==> config.mk <==
export PLATFORM = sky130hd
export DESIGN_NAME = smp_err_det
export DESIGN_NICKNAME = d
export VERILOG_FILES = /design/src/rtl/smp_err_pkg.sv /design/src/rtl/smp_err_regs.sv /design/src/rtl/smp_err_cmp.sv /design/src/rtl/smp_err_flags.sv /design/src/rtl/smp_err_det.sv
export SDC_FILE = /design/constraint.sdc
export NUM_CORES = 1
export LEC_CHECK = 0
export ABC_AREA = 1
export BUFFER_PORTS_ARGS = -buffer_cell sky130_fd_sc_hd__buf_2
export CORE_ASPECT_RATIO = 2
export CORE_MARGIN = 4
export CORE_UTILIZATION = 40
export CTS_CLUSTER_DIAMETER = 40
export DETAILED_ROUTE_END_ITERATION = 8
export PLACE_DENSITY_LB_ADDON = 0.25
export SYNTH_ARGS = -nofsm -noshare
export SYNTH_HDL_FRONTEND = slang
export SYNTH_SLANG_ARGS = --single-unit
==> constraint.sdc <==
create_clock -name clk -period 2.6 [get_ports clk]
set_input_delay 0.52 -clock clk [delete_from_list [all_inputs] [get_ports clk]]
set_output_delay 0.52 -clock clk [all_outputs]
set_load 0.1 [all_outputs]
==> src/rtl/smp_err_pkg.sv <==
// Package: constants shared by the sample error detector.
// Assumes a four-word pattern (I0, Q0, I1, Q1) and byte-wide host registers.
package smp_err_pkg;
    localparam int SMP_W     = 16;
    localparam int N_WORDS   = 4;
    localparam int ADDR_CTRL = 0;
    localparam int CMP_BASE  = 1;
    localparam int BIT_EN    = 7;
    localparam int BIT_AC    = 6;
    localparam int BIT_ERR   = 5;
    localparam int BIT_FAIL  = 1;
    localparam int BIT_PASS  = 0;
    localparam int CLEAN_RUN = 8;
endpackage

==> src/rtl/smp_err_regs.sv <==
// Host register file: control, expected words, interrupt mask, read mux.
// Assumes single-cycle byte writes and a combinational read of host_addr.
module smp_err_regs
    import smp_err_pkg::*;
#(
    parameter int W  = SMP_W,
    parameter int AW = 4
) (
    input  logic                        clk,
    input  logic                        rst_n,
    input  logic                        host_we,
    input  logic [AW-1:0]               host_addr,
    input  logic [7:0]                  host_wdata,
    input  logic                        sticky,
    input  logic                        fail,
    input  logic                        pass,
    input  logic [W-1:0]                acc_i,
    input  logic [W-1:0]                acc_q,
    output logic [7:0]                  host_rdata,
    output logic                        enable,
    output logic                        autoclr,
    output logic                        clr_strb,
    output logic [2:0]                  irq_mask,
    output logic [N_WORDS-1:0][W-1:0]   cmp_words
);
    localparam int BYTES     = W / 8;
    localparam int N_BYTES   = N_WORDS * BYTES;
    localparam int ADDR_MASK = CMP_BASE + N_BYTES;
    localparam int ACC_I     = ADDR_MASK + 1;
    localparam int ACC_Q     = ACC_I + BYTES;

    logic [7:0] cmp_bytes [N_BYTES];

    // Clear strobe: write to control with the error bit set.
    assign clr_strb = host_we && (host_addr == AW'(ADDR_CTRL)) && host_wdata[BIT_ERR];

    // Host writes into control, mask and expected-word bytes.
    always_ff @(posedge clk) begin
        if (!rst_n) begin
            enable   <= 1'b0;
            autoclr  <= 1'b0;
            irq_mask <= '0;
            for (int i = 0; i < N_BYTES; i++) cmp_bytes[i] <= '0;
        end else if (host_we) begin
            if (host_addr == AW'(ADDR_CTRL)) begin
                enable  <= host_wdata[BIT_EN];
                autoclr <= host_wdata[BIT_AC];
            end
            if (host_addr == AW'(ADDR_MASK))
                irq_mask <= {host_wdata[BIT_ERR], host_wdata[BIT_FAIL], host_wdata[BIT_PASS]};
            for (int i = 0; i < N_BYTES; i++)
                if (host_addr == AW'(CMP_BASE + i)) cmp_bytes[i] <= host_wdata;
        end
    end

    // Assemble expected words from their bytes, low byte first.
    for (genvar w = 0; w < N_WORDS; w++) begin : g_word
        for (genvar b = 0; b < BYTES; b++) begin : g_byte
            assign cmp_words[w][b*8 +: 8] = cmp_bytes[w*BYTES + b];
        end
    end

    // Read mux over every host-visible register.
    always_comb begin
        host_rdata = '0;
        if (host_addr == AW'(ADDR_CTRL)) begin
            host_rdata[BIT_EN]   = enable;
            host_rdata[BIT_AC]   = autoclr;
            host_rdata[BIT_ERR]  = sticky;
            host_rdata[BIT_FAIL] = fail;
            host_rdata[BIT_PASS] = pass;
        end
        if (host_addr == AW'(ADDR_MASK)) begin
            host_rdata[BIT_ERR]  = irq_mask[2];
            host_rdata[BIT_FAIL] = irq_mask[1];
            host_rdata[BIT_PASS] = irq_mask[0];
        end
        for (int i = 0; i < N_BYTES; i++)
            if (host_addr == AW'(CMP_BASE + i)) host_rdata = cmp_bytes[i];
        for (int b = 0; b < BYTES; b++) begin
            if (host_addr == AW'(ACC_I + b)) host_rdata = acc_i[b*8 +: 8];
            if (host_addr == AW'(ACC_Q + b)) host_rdata = acc_q[b*8 +: 8];
        end
    end
endmodule

==> src/rtl/smp_err_cmp.sv <==
// Pattern phase tracking and word comparison.
// Assumes one sample per clock; a frame rising edge marks the current word as I0.
module smp_err_cmp
    import smp_err_pkg::*;
#(
    parameter int W = SMP_W
) (
    input  logic                       clk,
    input  logic                       rst_n,
    input  logic                       enable,
    input  logic                       smp_frame,
    input  logic [W-1:0]               smp_data,
    input  logic [N_WORDS-1:0][W-1:0]  cmp_words,
    output logic                       valid,
    output logic                       mismatch,
    output logic                       is_q,
    output logic [W-1:0]               diff
);
    localparam int PH_W = $clog2(N_WORDS);

    logic            frame_q;
    logic            aligned_q;
    logic [PH_W-1:0] phase_q;
    logic            rise;
    logic [PH_W-1:0] idx;

    // Combinational compare of the current word against its slot.
    always_comb begin
        rise     = smp_frame && !frame_q;
        idx      = rise ? '0 : phase_q;
        valid    = enable && (rise || aligned_q);
        diff     = valid ? (smp_data ^ cmp_words[idx]) : '0;
        mismatch = |diff;
        is_q     = idx[0];
    end

    // Track frame edge, alignment and the next slot.
    always_ff @(posedge clk) begin
        if (!rst_n) begin
            frame_q   <= 1'b0;
            aligned_q <= 1'b0;
            phase_q   <= '0;
        end else begin
            frame_q   <= smp_frame;
            aligned_q <= enable && (aligned_q || rise);
            phase_q   <= idx + 1'b1;
        end
    end
endmodule

==> src/rtl/smp_err_flags.sv <==
// Result state: sticky flag, pass/fail, clean-run counter, bit accumulators.
// Assumes diff is zero when no comparison is made in the cycle.
module smp_err_flags
    import smp_err_pkg::*;
#(
    parameter int W   = SMP_W,
    parameter int RUN = CLEAN_RUN
) (
    input  logic         clk,
    input  logic         rst_n,
    input  logic         autoclr,
    input  logic         clr_strb,
    input  logic         valid,
    input  logic         mismatch,
    input  logic         is_q,
    input  logic [W-1:0] diff,
    output logic         sticky,
    output logic         fail,
    output logic         pass,
    output logic [W-1:0] acc_i,
    output logic [W-1:0] acc_q
);
    localparam int CNT_W = $clog2(RUN);
    localparam logic [CNT_W-1:0] CNT_MAX = CNT_W'(RUN - 1);

    logic [CNT_W-1:0] clean_cnt;
    logic             wipe;

    // Last clean comparison of a full run while autoclear is on.
    assign wipe = autoclr && valid && !mismatch && (clean_cnt == CNT_MAX);

    // Saturating count of consecutive clean comparisons.
    always_ff @(posedge clk) begin
        if (!rst_n)                clean_cnt <= '0;
        else if (valid && mismatch) clean_cnt <= '0;
        else if (valid && clean_cnt != CNT_MAX) clean_cnt <= clean_cnt + 1'b1;
    end

    // Sticky flag and accumulators; a new error outranks a clear.
    always_ff @(posedge clk) begin
        if (!rst_n) begin
            sticky <= 1'b0;
            acc_i  <= '0;
            acc_q  <= '0;
        end else begin
            sticky <= mismatch || (sticky && !clr_strb);
            acc_i  <= ((clr_strb || wipe) ? '0 : acc_i) | (is_q ? '0 : diff);
            acc_q  <= ((clr_strb || wipe) ? '0 : acc_q) | (is_q ? diff : '0);
        end
    end

    // Live pass/fail flags, active only under autoclear.
    always_ff @(posedge clk) begin
        if (!rst_n || !autoclr) begin
            pass <= 1'b0;
            fail <= 1'b0;
        end else begin
            if (valid) pass <= !mismatch;
            if (mismatch)  fail <= 1'b1;
            else if (wipe) fail <= 1'b0;
        end
    end
endmodule

==> src/rtl/smp_err_det.sv <==
// Top: input sample error detector with host registers and masked interrupt.
// Assumes one 16-bit sample per clock and a synchronous active-low reset.
module smp_err_det
    import smp_err_pkg::*;
#(
    parameter int W  = SMP_W,
    parameter int AW = 4
) (
    input  logic          clk,
    input  logic          rst_n,
    input  logic [W-1:0]  smp_data,
    input  logic          smp_frame,
    input  logic          host_we,
    input  logic [AW-1:0] host_addr,
    input  logic [7:0]    host_wdata,
    output logic [7:0]    host_rdata,
    output logic          err_sticky,
    output logic          cmp_fail,
    output logic          cmp_pass,
    output logic          irq
);
    logic                      enable, autoclr, clr_strb;
    logic [2:0]                irq_mask;
    logic [N_WORDS-1:0][W-1:0] cmp_words;
    logic                      valid, mismatch, is_q;
    logic [W-1:0]              diff, acc_i, acc_q;
    logic                      sticky, fail, pass;

    smp_err_regs #(.W(W), .AW(AW)) u_regs (
        .clk(clk), .rst_n(rst_n), .host_we(host_we), .host_addr(host_addr),
        .host_wdata(host_wdata), .sticky(sticky), .fail(fail), .pass(pass),
        .acc_i(acc_i), .acc_q(acc_q), .host_rdata(host_rdata), .enable(enable),
        .autoclr(autoclr), .clr_strb(clr_strb), .irq_mask(irq_mask),
        .cmp_words(cmp_words)
    );

    smp_err_cmp #(.W(W)) u_cmp (
        .clk(clk), .rst_n(rst_n), .enable(enable), .smp_frame(smp_frame),
        .smp_data(smp_data), .cmp_words(cmp_words), .valid(valid),
        .mismatch(mismatch), .is_q(is_q), .diff(diff)
    );

    smp_err_flags #(.W(W)) u_flags (
        .clk(clk), .rst_n(rst_n), .autoclr(autoclr), .clr_strb(clr_strb),
        .valid(valid), .mismatch(mismatch), .is_q(is_q), .diff(diff),
        .sticky(sticky), .fail(fail), .pass(pass), .acc_i(acc_i), .acc_q(acc_q)
    );

    // Outputs: flags and masked interrupt.
    assign err_sticky = sticky;
    assign cmp_fail   = fail;
    assign cmp_pass   = pass;
    assign irq        = |(irq_mask & {sticky, fail, pass});
endmodule

==> out/metrics.yaml <==
run_status:
  outcome: "finished, violations left"
  violations: "negative setup slack"
floorplanning:
  core_area_um2: 14900
  die_w_um: 95.3
  die_y_um: 183
  io_pins: 44
  dieArea_um2: 17400
  initial_utilization_pct: 40.9
  num_rows: 63
sta:
  finalClockSkew_ns: 0.0110
  rsz0062_at_grt: "true"
  fin_crit_sh_pct: 101
  setup_viol: 2
  layout_setup_ws_ns: -0.0387
  final_hold_viol_count: 0
  slew_viol_final: 0
  fin_crit_ns: 2.64
  clock.fmax_mhz: 379
  relSlewSlack_pct: 66.1
  worst_pin_slew_ns: 0.509
yosys:
  syn-cell-area_um2: 6100
  synth_cell_types: 36
  synth_ff_type: "edfxtp_1"
  ys_warn_count: 0
  ys_async_sr_fraction_pct: 0
  syn_nets: 822
  syn-instance-count: 788
  synth_edf_count: 64
  synth_seq_cells: 111
  yosysSeqAreaShare_pct: 47.0
  syn-mean-instance-area_um2: 7.74
power:
  p_leak_nw: 3.53
  pwr-share-comb_pct: 20.5
  total_power_mw: 4.23
  cellPowerDensity_nw_per_um2: 519
  p_seq_share_pct: 46.9
  sw_frac_of_total_pct: 30.9
  clkPwrFrac_pct: 32.6
  internal-power_mw: 2.92
  switchingPower_mw: 1.31
  ir_drop_mv: 0.301
final_layout:
  layout.nets: 960
  final_cells: 1126
  area_growth_pct: 33.8
  fin_area_um2: 8160
  final_layout_size_suffix_gt1_share_pct: 30.3
  antennaDiodeCount: 0
grt:
  gr-total-overflow: 0
  gr-usage-all-layers_pct: 25.1
  grt_pass1_wl_um: 32200
  antenna_found_initial: 0
  grt_max_degree: 27
  grt_pass1_vias: 5913
min_path:
  hold_path_class: "input port to flop"
clocking:
  clk_latency_ns: 0.36
  ctsHoldBuffers: 0
  cts_sinks: 111
  clockBufferDepth: 2
  htreeDepth: 3
  cts_buffers: 9
  clk_pin_slew_ns: 0.08
  cts_tree: "yes"
  cts_root_buffer: "clkbuf_16"
setup_path:
  cp_slowest_cell: "buf_12"
  crit_fanout: 4
  worst-path-buf-inv: 4
  crit_path_end_kind: "output pin"
  crit_family: "simple AND/OR/NAND/NOR gates"
  start_kind: "input port"
  worstSetupPathType: "input port to output pin"
  crit_chain: "buf_8 -> buf_6 -> inv_6 -> nor2_4 -> nand2_4 -> o21ai_2 -> a21oi_4 -> o21ai_4 -> nor2_1 -> nand3_1 -> nor2_1 -> nand3_1 -> nand2_1 -> nand4_1 -> buf_12"
  cp.arrival_ns: 2.12
  slowest_delay_ns: 0.21
  cp_data_required_time_ns: 2.08
placement:
  hpwl_um: 16900
  portBuffers: 43
  placed_cell_area_um2: 7510
  finalWeightedCongestion: 1.07
  placedCellCount: 1104
route:
  wl_um: 21200
  dr.pass1.iters: 5
  vias_per_cell: 5.29
  drc_errors: 0
  dr.first_iter.drc_count: 385
  ant_nets: 0
  dr_total_vias: 5958
  drt-wirelength-per-cell_um: 18.8
run:
  drv_cap: 0
worst paths after layout:
| kind | from | depth (start not counted) | slack [ns] | to |
|---|---|---|---|---|
| hold / removal | host_wdata[6] | 3 | 0.40 | u_regs.autoclr |
| hold reg to reg | u_flags.acc_i[4] | 2 | 0.47 | u_flags.acc_i[4] |
| setup / recovery | host_addr[3] | 15 | -0.04 | host_rdata[0] |
| setup reg to reg | u_cmp.frame_q | 15 | 0.20 | u_flags.acc_i[0] |
synth_stat cells (all sizes together), types with 2 or more instances:
master / n / area, um2
ha: 2 / 25.0
inv: 108 / 405
clkinv: 2 / 7.51
edfxtp: 64 / 1920
o21ai: 18 / 90.1
o22ai: 17 / 169
a211oi: 3 / 22.5
nand2: 204 / 793
nand3b: 20 / 150
nand4: 21 / 131
clkbuf: 13 / 48.8
nor2: 92 / 353
nand3: 100 / 551
dfxtp: 47 / 941
a21oi: 40 / 208
nor3: 10 / 55.1
o2111ai: 4 / 35.0
buf: 17 / 145
kinds of logic (layout without fill, tap and decap cells):
kind of cell / count (synthesis) / count (layout) / synth area share (%)
and+or+nand+nor: 450 / 450 / 33.7
buffers and inverters: 140 / 283 / 9.95
DFF: 111 / 111 / 47.0
AOI/OAI and AO/OA: 84 / 84 / 8.87
adders and majority gates: 2 / 2 / 0.410
xor gates and xnor gates: 1 / 1 / 0.144
routing by layer:
metal  vias up  GRT usage [%]  routed length [um]
met2       186           46.0               11600
met3        85           2.60                 584
met1      2813           25.4                7240
li1       2874              -                   -
met5         -              0                   0
met4         0           17.6                1690
power groups by stage:
stage | combinational (mW) | clock [mW] | sequential (mW)
6_report | 0.869 | 1.38 | 1.98
5_1_grt | 0.926 | 1.46 | 1.99
4_1_cts | 0.848 | 1.40 | 1.98
3_5_place_dp | 0.814 | 0 | 2.02
3_3_place_gp | 0.808 | 0 | 2.02
2_1_floorplan | 0.455 | 0 | 2.01
layout by cell type (no fill, tap or decap), drive strengths merged:
cell type,Yosys,layout
a211oi,3,3
a21oi,40,40
buf,17,157
clkbuf,13,10
clkinv,2,2
clkinvlp,0,1
dfxtp,47,47
edfxtp,64,64
ha,2,2
inv,108,113
nand2,204,204
nand3,100,100
nand3b,20,20
nand4,21,21
nor2,92,92
nor3,10,10
nor3b,1,1
nor4,1,1
o2111ai,4,4
o21ai,18,18
o221ai,1,1
o22ai,17,17
o31ai,1,1
or2,1,1
xnor2,1,1
worst register-to-register path, stage by stage, from the launching register on:
cell	delay, ns
dfxtp_1	0.30
inv_1	0.11
nand2_4	0.10
nand2_2	0.09
buf_12	0.16
nand2_1	0.15
nand3_1	0.18
nand3b_1	0.12
nand3_1	0.11
nand2_1	0.08
nor2_2	0.16
nand2_2	0.11
nor2_4	0.15
nand2_4	0.08
nand2_4	0.24
o22ai_1	0.13
area by class of cell:
cell class / instances / area [um2]
Timing Repair Buffer: 157 / 1390
Clock inverter: 6 / 56.3
Multi-Input combinational cell: 537 / 2920
Inverter: 110 / 453
Tap cell: 195 / 244
Clock buffer: 10 / 229
Sequential cell: 111 / 2870
Fill cell: 1354 / 6740
registers in the layout, summed over array words and instances, names as in the netlist, 2 cells and up:
signal             flops
u_regs.cmp_bytes      64
u_flags.clean_cnt      3
u_regs.irq_mask        3
u_cmp.phase_q          2
u_flags.acc_q         16
u_flags.acc_i         16
per-stage QoR:
step | util, % | hold WS, ns | TNS, ns | setup slack [ns]
finish | 54.8 | 0.403 | -0.0529 | -0.0387
global route | 54.8 | 0.392 | -0.407 | -0.102
CTS | 53.8 | 0.395 | -0.175 | -0.0580
detailed placement | 50.4 | 0.460 | -6.19 | -0.263
global placement | 50.4 | 0.455 | -4.85 | -0.263
floorplan | - | 0.438 | -0.335 | -0.137
repair_timing:
item                                    in CTS  in global routing
endpoints found under the setup margin       8                 40
pin swaps                                   31                 20
buffers inserted                             5                  2
gates resized for setup                     54                 38
No activity file was read; power rests on OpenSTA's default activity.
